<file path="src/rtl/irq_pkg.sv">
// Shared constants and types for the interrupt status block.
// Assumes a 32-bit register word and an 8-bit register offset.
package irq_pkg;

    localparam int REG_W  = 32;
    localparam int ADDR_W = 8;

    // Register offsets
    localparam logic [ADDR_W-1:0] OFF_STATUS  = 8'h30;
    localparam logic [ADDR_W-1:0] OFF_STAT_EN = 8'h34;
    localparam logic [ADDR_W-1:0] OFF_SIG_EN  = 8'h38;

    // Bit roles
    localparam int SUMMARY_BIT = 15;
    localparam int ERR_LO      = 16;

    // Bits recorded from single-cycle pulses
    localparam logic [REG_W-1:0] PULSE_MASK = 32'h03FF_00FB;
    // Bit that follows a level from the card
    localparam logic [REG_W-1:0] LEVEL_MASK = 32'h0000_0100;
    // Bits that never hold anything
    localparam logic [REG_W-1:0] RSVD_MASK  =
        ~(PULSE_MASK | LEVEL_MASK | (32'h1 << SUMMARY_BIT));

    // One register-port write request
    typedef struct packed {
        logic              wr;
        logic [ADDR_W-1:0] addr;
        logic [REG_W-1:0]  data;
    } reg_req_t;

endpackage

</file>
<file path="src/rtl/irq_mask_reg.sv">
// A plain read/write mask register at one fixed offset.
// Assumes writes are full-word; resets to zero.
module irq_mask_reg
    import irq_pkg::*;
#(
    parameter int                WIDTH  = REG_W,
    parameter logic [ADDR_W-1:0] OFFSET = OFF_STAT_EN
) (
    input  logic             clk,
    input  logic             rst_n,
    input  reg_req_t         req,
    output logic [WIDTH-1:0] q
);

    // Load the mask when a write addresses this offset
    always_ff @(posedge clk) begin
        if (!rst_n)
            q <= '0;
        else if (req.wr && req.addr == OFFSET)
            q <= req.data[WIDTH-1:0];
    end

endmodule

</file>
<file path="src/rtl/irq_status_bank.sv">
// Stored status bits. Pulse-type bits latch on an enabled event and
// clear on a write of 1, with the event winning a collision. The
// level-type bit follows its gated source. Reserved and summary
// positions hold no storage and read 0 here.
module irq_status_bank
    import irq_pkg::*;
#(
    parameter int               WIDTH = REG_W,
    parameter logic [WIDTH-1:0] P_MASK = PULSE_MASK,
    parameter logic [WIDTH-1:0] L_MASK = LEVEL_MASK
) (
    input  logic             clk,
    input  logic             rst_n,
    input  logic [WIDTH-1:0] evt_in,
    input  logic [WIDTH-1:0] stat_en,
    input  logic             clr_stb,
    input  logic [WIDTH-1:0] clr_data,
    output logic [WIDTH-1:0] raw_q
);

    for (genvar i = 0; i < WIDTH; i++) begin : g_bit
        if (P_MASK[i]) begin : g_pulse
            logic bit_q;
            // Record an enabled event; otherwise honour a clearing write
            always_ff @(posedge clk) begin
                if (!rst_n)
                    bit_q <= 1'b0;
                else if (evt_in[i] && stat_en[i])
                    bit_q <= 1'b1;
                else if (clr_stb && clr_data[i])
                    bit_q <= 1'b0;
            end
            assign raw_q[i] = bit_q;
        end else if (L_MASK[i]) begin : g_level
            logic bit_q;
            // Track the gated level; writes do not touch it
            always_ff @(posedge clk) begin
                if (!rst_n)
                    bit_q <= 1'b0;
                else
                    bit_q <= evt_in[i] && stat_en[i];
            end
            assign raw_q[i] = bit_q;
        end else begin : g_none
            assign raw_q[i] = 1'b0;
        end
    end

endmodule

</file>
<file path="src/rtl/irq_summary_out.sv">
// Forms the visible status word (inserting the error summary bit)
// and the interrupt line. Purely combinational.
module irq_summary_out
    import irq_pkg::*;
#(
    parameter int WIDTH = REG_W,
    parameter int SUM_B = SUMMARY_BIT,
    parameter int ERR_B = ERR_LO
) (
    input  logic [WIDTH-1:0] raw_q,
    input  logic [WIDTH-1:0] sig_en,
    output logic [WIDTH-1:0] status_vis,
    output logic             irq
);

    // Replace the summary position with the OR of the error half
    always_comb begin
        status_vis        = raw_q;
        status_vis[SUM_B] = |raw_q[WIDTH-1:ERR_B];
    end

    // Raise the line when any recorded bit is allowed to signal
    always_comb irq = |(status_vis & sig_en);

endmodule

</file>
<file path="src/rtl/irq_status_regs.sv">
// Top of the interrupt status block: two mask registers, the status
// bank, the summary/interrupt stage and the read multiplexer.
// Assumes a single-cycle write strobe and combinational reads.
module irq_status_regs
    import irq_pkg::*;
(
    input  logic              clk,
    input  logic              rst_n,
    input  logic [REG_W-1:0]  evt_in,
    input  logic              reg_wr,
    input  logic [ADDR_W-1:0] reg_addr,
    input  logic [REG_W-1:0]  reg_wdata,
    output logic [REG_W-1:0]  reg_rdata,
    output logic              irq_out
);

    reg_req_t         req;
    logic [REG_W-1:0] stat_en_q;
    logic [REG_W-1:0] sig_en_q;
    logic [REG_W-1:0] raw_status;
    logic [REG_W-1:0] status_vis;
    logic             clr_stb;

    // Bundle the write request
    always_comb begin
        req.wr   = reg_wr;
        req.addr = reg_addr;
        req.data = reg_wdata;
    end

    // Clearing write to the status offset
    always_comb clr_stb = reg_wr && (reg_addr == OFF_STATUS);

    irq_mask_reg #(.WIDTH(REG_W), .OFFSET(OFF_STAT_EN)) u_stat_en (
        .clk   (clk),
        .rst_n (rst_n),
        .req   (req),
        .q     (stat_en_q)
    );

    irq_mask_reg #(.WIDTH(REG_W), .OFFSET(OFF_SIG_EN)) u_sig_en (
        .clk   (clk),
        .rst_n (rst_n),
        .req   (req),
        .q     (sig_en_q)
    );

    irq_status_bank #(.WIDTH(REG_W)) u_bank (
        .clk      (clk),
        .rst_n    (rst_n),
        .evt_in   (evt_in),
        .stat_en  (stat_en_q),
        .clr_stb  (clr_stb),
        .clr_data (reg_wdata),
        .raw_q    (raw_status)
    );

    irq_summary_out #(.WIDTH(REG_W)) u_out (
        .raw_q      (raw_status),
        .sig_en     (sig_en_q),
        .status_vis (status_vis),
        .irq        (irq_out)
    );

    // Select read data by offset; unmapped offsets read zero
    always_comb begin
        case (reg_addr)
            OFF_STATUS:  reg_rdata = status_vis;
            OFF_STAT_EN: reg_rdata = stat_en_q;
            OFF_SIG_EN:  reg_rdata = sig_en_q;
            default:     reg_rdata = '0;
        endcase
    end

endmodule

</file>
<file path="config.mk">
export PLATFORM = sky130hd
export DESIGN_NAME = irq_status_regs
export DESIGN_NICKNAME = d
export VERILOG_FILES = /design/src/rtl/irq_pkg.sv /design/src/rtl/irq_mask_reg.sv /design/src/rtl/irq_status_bank.sv /design/src/rtl/irq_summary_out.sv /design/src/rtl/irq_status_regs.sv
export SDC_FILE = /design/constraint.sdc
export NUM_CORES = 1
export LEC_CHECK = 0
export ABC_AREA = 1
export BUFFER_PORTS_ARGS = -buffer_cell sky130_fd_sc_hd__buf_4
export CORE_MARGIN = 4
export CORE_UTILIZATION = 47
export CTS_CLUSTER_DIAMETER = 80
export CTS_CLUSTER_SIZE = 20
export DETAILED_ROUTE_END_ITERATION = 8
export PLACE_DENSITY = 0.74
export SLEW_MARGIN = 20
export SYNTH_ARGS = -nofsm -noshare
export SYNTH_HDL_FRONTEND = slang
export SYNTH_SLANG_ARGS = --single-unit
export TNS_END_PERCENT = 100
</file>
<file path="constraint.sdc">
create_clock -name clk -period 1.1 [get_ports clk]
set_clock_uncertainty 0.15 [all_clocks]
set_input_delay 0.055 -clock clk [delete_from_list [all_inputs] [get_ports clk]]
set_output_delay 0.055 -clock clk [all_outputs]
set_load 0.02 [all_outputs]
</file>
==> results.md, run 1 <==
- Gr usage total: 0.319
- Top FF cell, synth: dfxtp_1
- Syn_nets: about 600
- Post-route design area: 7160 um2
- Clk root buf: clkbuf_8
- Worst slew pin tran: roughly 250 ps
- H-tree levels: 3
- Synthesized area per cell: a little over 7 um2
- Multi-input combinational cell area: 2470 um2
- Relative max-transition margin: 0.837
- Max-cap violations: 0
- Async SR Flop Fraction: 0
- Met3 usage: 0.0729
- Worst-path clk slew: about 90 ps
- Io pins: approximately 110
- Main combinational cell family by area after synthesis: simple AND/OR/NAND/NOR gates
- CTS sink cnt: 82
- Mux cell area share after synthesis: 0
- Initial antenna violation count: 0
- WL final: 20,700 um
- Final period utilization: 1.47
- Max incr delay on CP: 340 ps
- Met1 GRT Util: 0.366
- M2 GR Usage: 0.573
- Seq/Total Area, Yosys: 0.431
- PD cells: 866 nW/um2
- Setup-failing EPs final: 100
- Post-Synth Adder-Cell Area: 0
- Critical path endpoint category: output pin
- Die width: 98.0 um
- F_max: between 600 and 700 MHz
- Total number of vias: 5,518
- Maximum VDD drop: 0.947 mV
- Final worst path period need: 1610 ps
- Pins over their slew limit: 0
- Antenna-violating nets left: 0
- Grt ovf: 0
- Cells after synthesis: 524
- Xor/xnor share of the synthesized area: 0
- Ratio of cells with drive above 1 in the final layout: 0.510
- CORE AREA: 7810 um2
- 1st-pass router iterations: 6
- Worst hold path class: input port to register
- Pre-CTS setup slack: -256 ps
- Crit Path Max Fanout: 2
- Hold depth: 4
- Crit path DAT: 1410 ps
- Post-Synthesis Cell Area: 3810 um2
- Yosys reg bits: 82
- Failing checks: negative setup slack
- Iter 0 DRT Violations: 590
- RSZ-0062 raised after global routing: yes
- DRC: 0
- Die Area: slightly below 10,000 um2
- Clock Latency Late Sink: 370 ps
- Placed cell area: just under 5000 um2
- Rows: 32
- Final Hold Vio Count: 0
- Crit path cell chain: nand2_1 > nand3_2 > nor3_2 > nand3_1 > buf_6
- Max clock buf depth: 2
- CTS Buf Count: 9
- Number of enable flip-flop cells after synthesis: 0
- CTS tree: yes
- Distinct cells, synth: 23
- Antenna diodes: 0
- PortBufs: 93
- Critical-path top delay cell: dfxtp_1
- P_leak: 3.13 nW
- Yosys warns: 0
- First-pass GRT wire length: roughly 25,000 um
- Post-synthesis compound-gate area fraction: 0.145
- Area growth syn-to-layout: 88.1%
- Top Usage Layer GRT: met2
- Flop-to-flop setup slack: 50 ps
- Number of global-route vias before repair: 4,919
- Worst Slack Setup Final: -513 ps
- Crit path kind: register to output pin
- Critical Path Start: u_bank.g_bit[5].g_pulse.bit_q$_SDFFE_PN0P_
- Fill count: 263
- Nets: 804
- Outcome: finished with violations
- Initial Util: 0.487
- Avg WL per Cell: about 25 um
- Storage element area: 1680 um2
- DIE HEIGHT: about 100 um
- WP data required: 890 ps
- Startpoint class of the critical path: register
- Largest net degree at the start of global routing: 41
- Post-DP HPWL: 7100 um
- Hold_sp: rst_n
- Synth Area in Simple Gates: 0.344
- Vias per Instance: 6.60
- Overall Power: 6.20 mW
- R2R cell count: 4
- RR Startpoint: u_sig_en.q[4]$_SDFFE_PN0P_
- GP Congestion: 0.812
## per-layer routing
metal | part of all wire | wire length (um)
met5 | 0 | 0
met4 | 0.087 | 1800
met3 | 0.12 | 2570
met2 | 0.46 | 9590
met1 | 0.33 | 6750
## worst paths after layout
path / endpoint
setup / recovery: irq_out
hold / removal: u_sig_en.q[24]$_SDFFE_PN0P_
setup reg to reg: u_sig_en.q[4]$_SDFFE_PN0P_
hold reg to reg: u_sig_en.q[14]$_SDFFE_PN0P_
## cells by family (layout without fill, tap and decap cells)
| logic type | after synthesis | after routing |
|---|---|---|
| simple gates | 298 | 298 |
| compound gates | 98 | 98 |
| flops | 82 | 82 |
| buf+inv | 46 | 256 |
## cells in the mapped netlist (3+ instances only)
cell	count	area [um2]
a21oi_1	79	395
a22o_1	13	114
buf_12	3	60.1
buf_2	16	80.1
buf_6	6	67.6
clkbuf_1	12	45.0
dfxtp_1	82	1640
inv_1	3	11.3
inv_2	3	11.3
nand2_1	176	661
nand3_1	100	500
nand3_2	4	40.0
nand4_1	3	18.8
nor2_1	8	30.0
nor2_4	3	33.8
## registers in the layout, summed over array words and instances (netlist names)
name and cells:
u_bank.g_bit.g_level.bit_q 1, u_bank.g_bit.g_pulse.bit_q 17, u_sig_en.q 32, u_stat_en.q 32
## area by class of cell
type | instances | area share
Timing Repair Buffer | 234 | 0.368
Multi-Input combinational cell | 396 | 0.345
Sequential cell | 82 | 0.234
Clock buffer | 10 | 0.0192
Tap cell | 102 | 0.0178
Clock inverter | 6 | 0.0126
Inverter | 6 | 0.00350
## timing repair
action | 4_1_cts | 5_1_grt
gates cloned | 9 | 9
setup buffers | 19 | 20
endpoints found under the setup margin | 33 | 97
pin swaps | 50 | 41
hold endpoints to repair | 82 | 0
gates resized for setup | 151 | 122
hold buffers | 51 | 0
## where the power goes
part           internal, mW  switching, mW  leakage, nW
clock                  1.35           1.24        0.112
sequential             2.97        0.00345        0.674
combinational         0.343          0.298         2.34
total                  4.66           1.54         3.13
## cell usage in the layout, fill, tap and decap left out, drive strengths merged
cell / synthesis / layout
clkinvlp: 0 / 1
buf: 28 / 175
clkbuf: 12 / 18
dfxtp: 82 / 82
nand4: 3 / 3
clkinv: 0 / 3
nand2: 177 / 177
inv: 6 / 6
nor3: 1 / 1
bufinv: 0 / 2
a21oi: 81 / 81
a22o: 13 / 13
nand3: 104 / 104
o211ai: 2 / 2
dlygate4sd3: 0 / 51
nor2: 13 / 13
o21ai: 2 / 2
## metrics by stage
step | setup TNS, ps | hold slack, ps | utilization | std cells
2_1_floorplan | -148 | 25.7 | - | 524
3_3_place_gp | -20050 | 126 | 0.631 | 723
3_5_place_dp | -22760 | 133 | 0.631 | 723
4_1_cts | -9480 | 3.15 | 0.832 | 817
5_1_grt | -19060 | 6.89 | 0.917 | 836
6_report | -16090 | 4.01 | 0.917 | 836
## critical path, delay by kind of cell, from the launching register on
kind / cells / cell delay (ps)
buffers and inverters: 1 / 150
flip-flops: 1 / 340
AND/OR/NAND/NOR: 4 / 540
Power figures use the tool's default switching activity.
==> run 2, diff against run 1 <==
==> constraint.sdc (replaced) <==
create_clock -name clk -period 1.1 [get_ports clk]
set_clock_uncertainty 0.15 [all_clocks]
set_input_delay 0.275 -clock clk [delete_from_list [all_inputs] [get_ports clk]]
set_output_delay 0.275 -clock clk [all_outputs]
set_load 0.02 [all_outputs]
==> results.md, run 2 (synthesis results as in run 1) <==
- DIE HEIGHT: roughly 98 um
- Pins over their slew limit: 0
- GP Congestion: 0.773
- RR Startpoint: u_bank.g_bit[4].g_pulse.bit_q$_SDFFE_PN0P_
- Final worst path period need: around 1900 ps
- Initial Util: 0.487
- CORE AREA: 7810 um2
- Die width: 98.0 um
- Logic pwr share: 0.087
- Post-DP HPWL: 7840 um
- DR top layer: met4
- CTS Buf Count: 9
- CTS sink cnt: 82
- Critical path endpoint category: output pin
- Area growth syn-to-layout: 82.8%
- Switching share of total power: 0.248
- Worst Slack Setup Final: -810 ps
- M1 WL: around 6500 um
- P_int: 4.52 mW
- Maximum VDD drop: 1.05 mV
- Rows: 32
- R2R cell count: 3
- H-tree levels: 3
- Top Registers: u_sig_en.q x32, u_stat_en.q x32, u_bank.g_bit.g_pulse.bit_q x17
- Total number of vias: 5,179
- Crit path DAT: 1480 ps
- PortBufs: 93
- Antenna diodes: 0
- Gr usage total: 0.309
- Commonest non-fill, non-tap cell in the layout: buf_4
- Clk root buf: clkbuf_8
- 1st-pass router iterations: 6
- Vias per Instance: ~6.5
- TNS Setup: -50,490 ps
- Nets: 768
- Worst setup path endpoint: reg_rdata[16]
- Crit Path Max Fanout: 6
- F_max: 524 MHz
- Flop-to-flop setup slack: 110 ps
- Clock Latency Late Sink: 370 ps
- RSZ-0062 raised after global routing: yes
- Clock power share: 0.419
- Antenna-violating nets left: 0
- Iter 0 DRT Violations: 391
- Psw: 1.49 mW
- Critical Path Start: reg_addr[1]
- Setup-failing EPs final: 102
- Fraction of power consumed by sequential logic: 0.494
- Io pins: 108
- Worst hold path class: input port to register
- Startpoint class of the critical path: input port
- Commonest cells after routing, fill and taps aside: buf_4, nand2_1, dfxtp_1
- Ratio of cells with drive above 1 in the final layout: 0.591
- Worst-path clk slew: about 90 ps
- PD cells: 864 nW/um2
- Die Area: 9600 um2
- Avg WL per Cell: 23.5 um
- Final Hold Vio Count: 0
- Crit path kind: input port to output pin
- Pre-CTS setup slack: -676 ps
- Max-cap violations: 0
- Number of global-route vias before repair: 4,778
- WL final: about 19,000 um
- Final period utilization: 1.74
- Reg2reg end: u_bank.g_bit[4].g_pulse.bit_q$_SDFFE_PN0P_
- Outcome: finished with violations
- Failing checks: negative setup slack
- CTS tree: yes
- First-pass GRT wire length: 24,100 um
- Met2 wire length: 9000 um
- Met3 wire length: 1750 um
- WP data required: 670 ps
- DRC: 0
- Relative max-transition margin: 0.836
- Largest net degree at the start of global routing: 34
- Grt ovf: 0
- Initial antenna violation count: 0
- Worst slew pin tran: 246 ps
- Max clock buf depth: 2
- P_leak: 2.82 nW
-- run 2: worst min path at each step --
stage                                      startpoint                                     endpoint  slack [ps]  cells after the start
after detailed placement  u_stat_en.q[8]$_SDFFE_PN0P_     u_bank.g_bit[8].g_level.bit_q$_SDFF_PN0_         300                      2
after floorplan                             evt_in[8]     u_bank.g_bit[8].g_level.bit_q$_SDFF_PN0_         250                      2
after global placement    u_stat_en.q[8]$_SDFFE_PN0P_     u_bank.g_bit[8].g_level.bit_q$_SDFF_PN0_         280                      2
after global routing                        evt_in[8]     u_bank.g_bit[8].g_level.bit_q$_SDFF_PN0_          10                      3
final                                      evt_in[17]  u_bank.g_bit[17].g_pulse.bit_q$_SDFFE_PN0P_           6                      3
after CTS                                  evt_in[17]  u_bank.g_bit[17].g_pulse.bit_q$_SDFFE_PN0P_           2                      3
-- run 2: stage by stage --
step / utilization / area, um2 / hold WS, ps / total power, mW / cells
after floorplan: - / 4270 / 246 / 3.17 / 524
after global placement: 0.696 / 5430 / 282 / 3.46 / 753
after detailed placement: 0.696 / 5430 / 301 / 3.47 / 753
after global routing: 0.891 / 6960 / 10.6 / 6.11 / 799
after CTS: 0.836 / 6530 / 2.34 / 5.88 / 793
final: 0.891 / 6960 / 5.92 / 6.01 / 799
-- run 2: final cells by class --
cell class                      count  area [um2]
Clock inverter                      5        78.8
Multi-Input combinational cell    396        2860
Clock buffer                       10         138
Sequential cell                    82        1650
Inverter                            6        22.5
Fill cell                         325         848
Timing Repair Buffer              198        2080
Tap cell                          102         128
-- run 2: routing by layer --
metal | GRT usage | up-vias
met5 | 0 | -
met4 | 0.166 | 0
met3 | 0.0764 | 144
met2 | 0.510 | 438
met1 | 0.369 | 2489
li1 | - | 2108
-- run 2: power by group through the flow --
stage / clock network [mW] / registers, mW / logic [mW]
2_1_floorplan: 0 / 3.04 / 0.134
3_3_place_gp: 0 / 3.04 / 0.423
3_5_place_dp: 0 / 3.04 / 0.430
4_1_cts: 2.45 / 2.97 / 0.466
5_1_grt: 2.60 / 2.97 / 0.538
6_report: 2.52 / 2.97 / 0.523
-- run 2: what timing repair did --
action,in CTS,in global routing
hold buffers,0,0
buffers inserted,15,9
gates cloned,10,2
endpoints found under the setup margin,99,112
gates resized for setup,149,92
pin swaps,11,27
-- run 2: worst max-delay path, stage by stage --
cell and delay [ps]:
buf_6 100, nor2_4 140, nand2_2 90, nor2_4 190, buf_6 170, buf_12 130, nand2_1 70, o211ai_1 130
buf_4 190
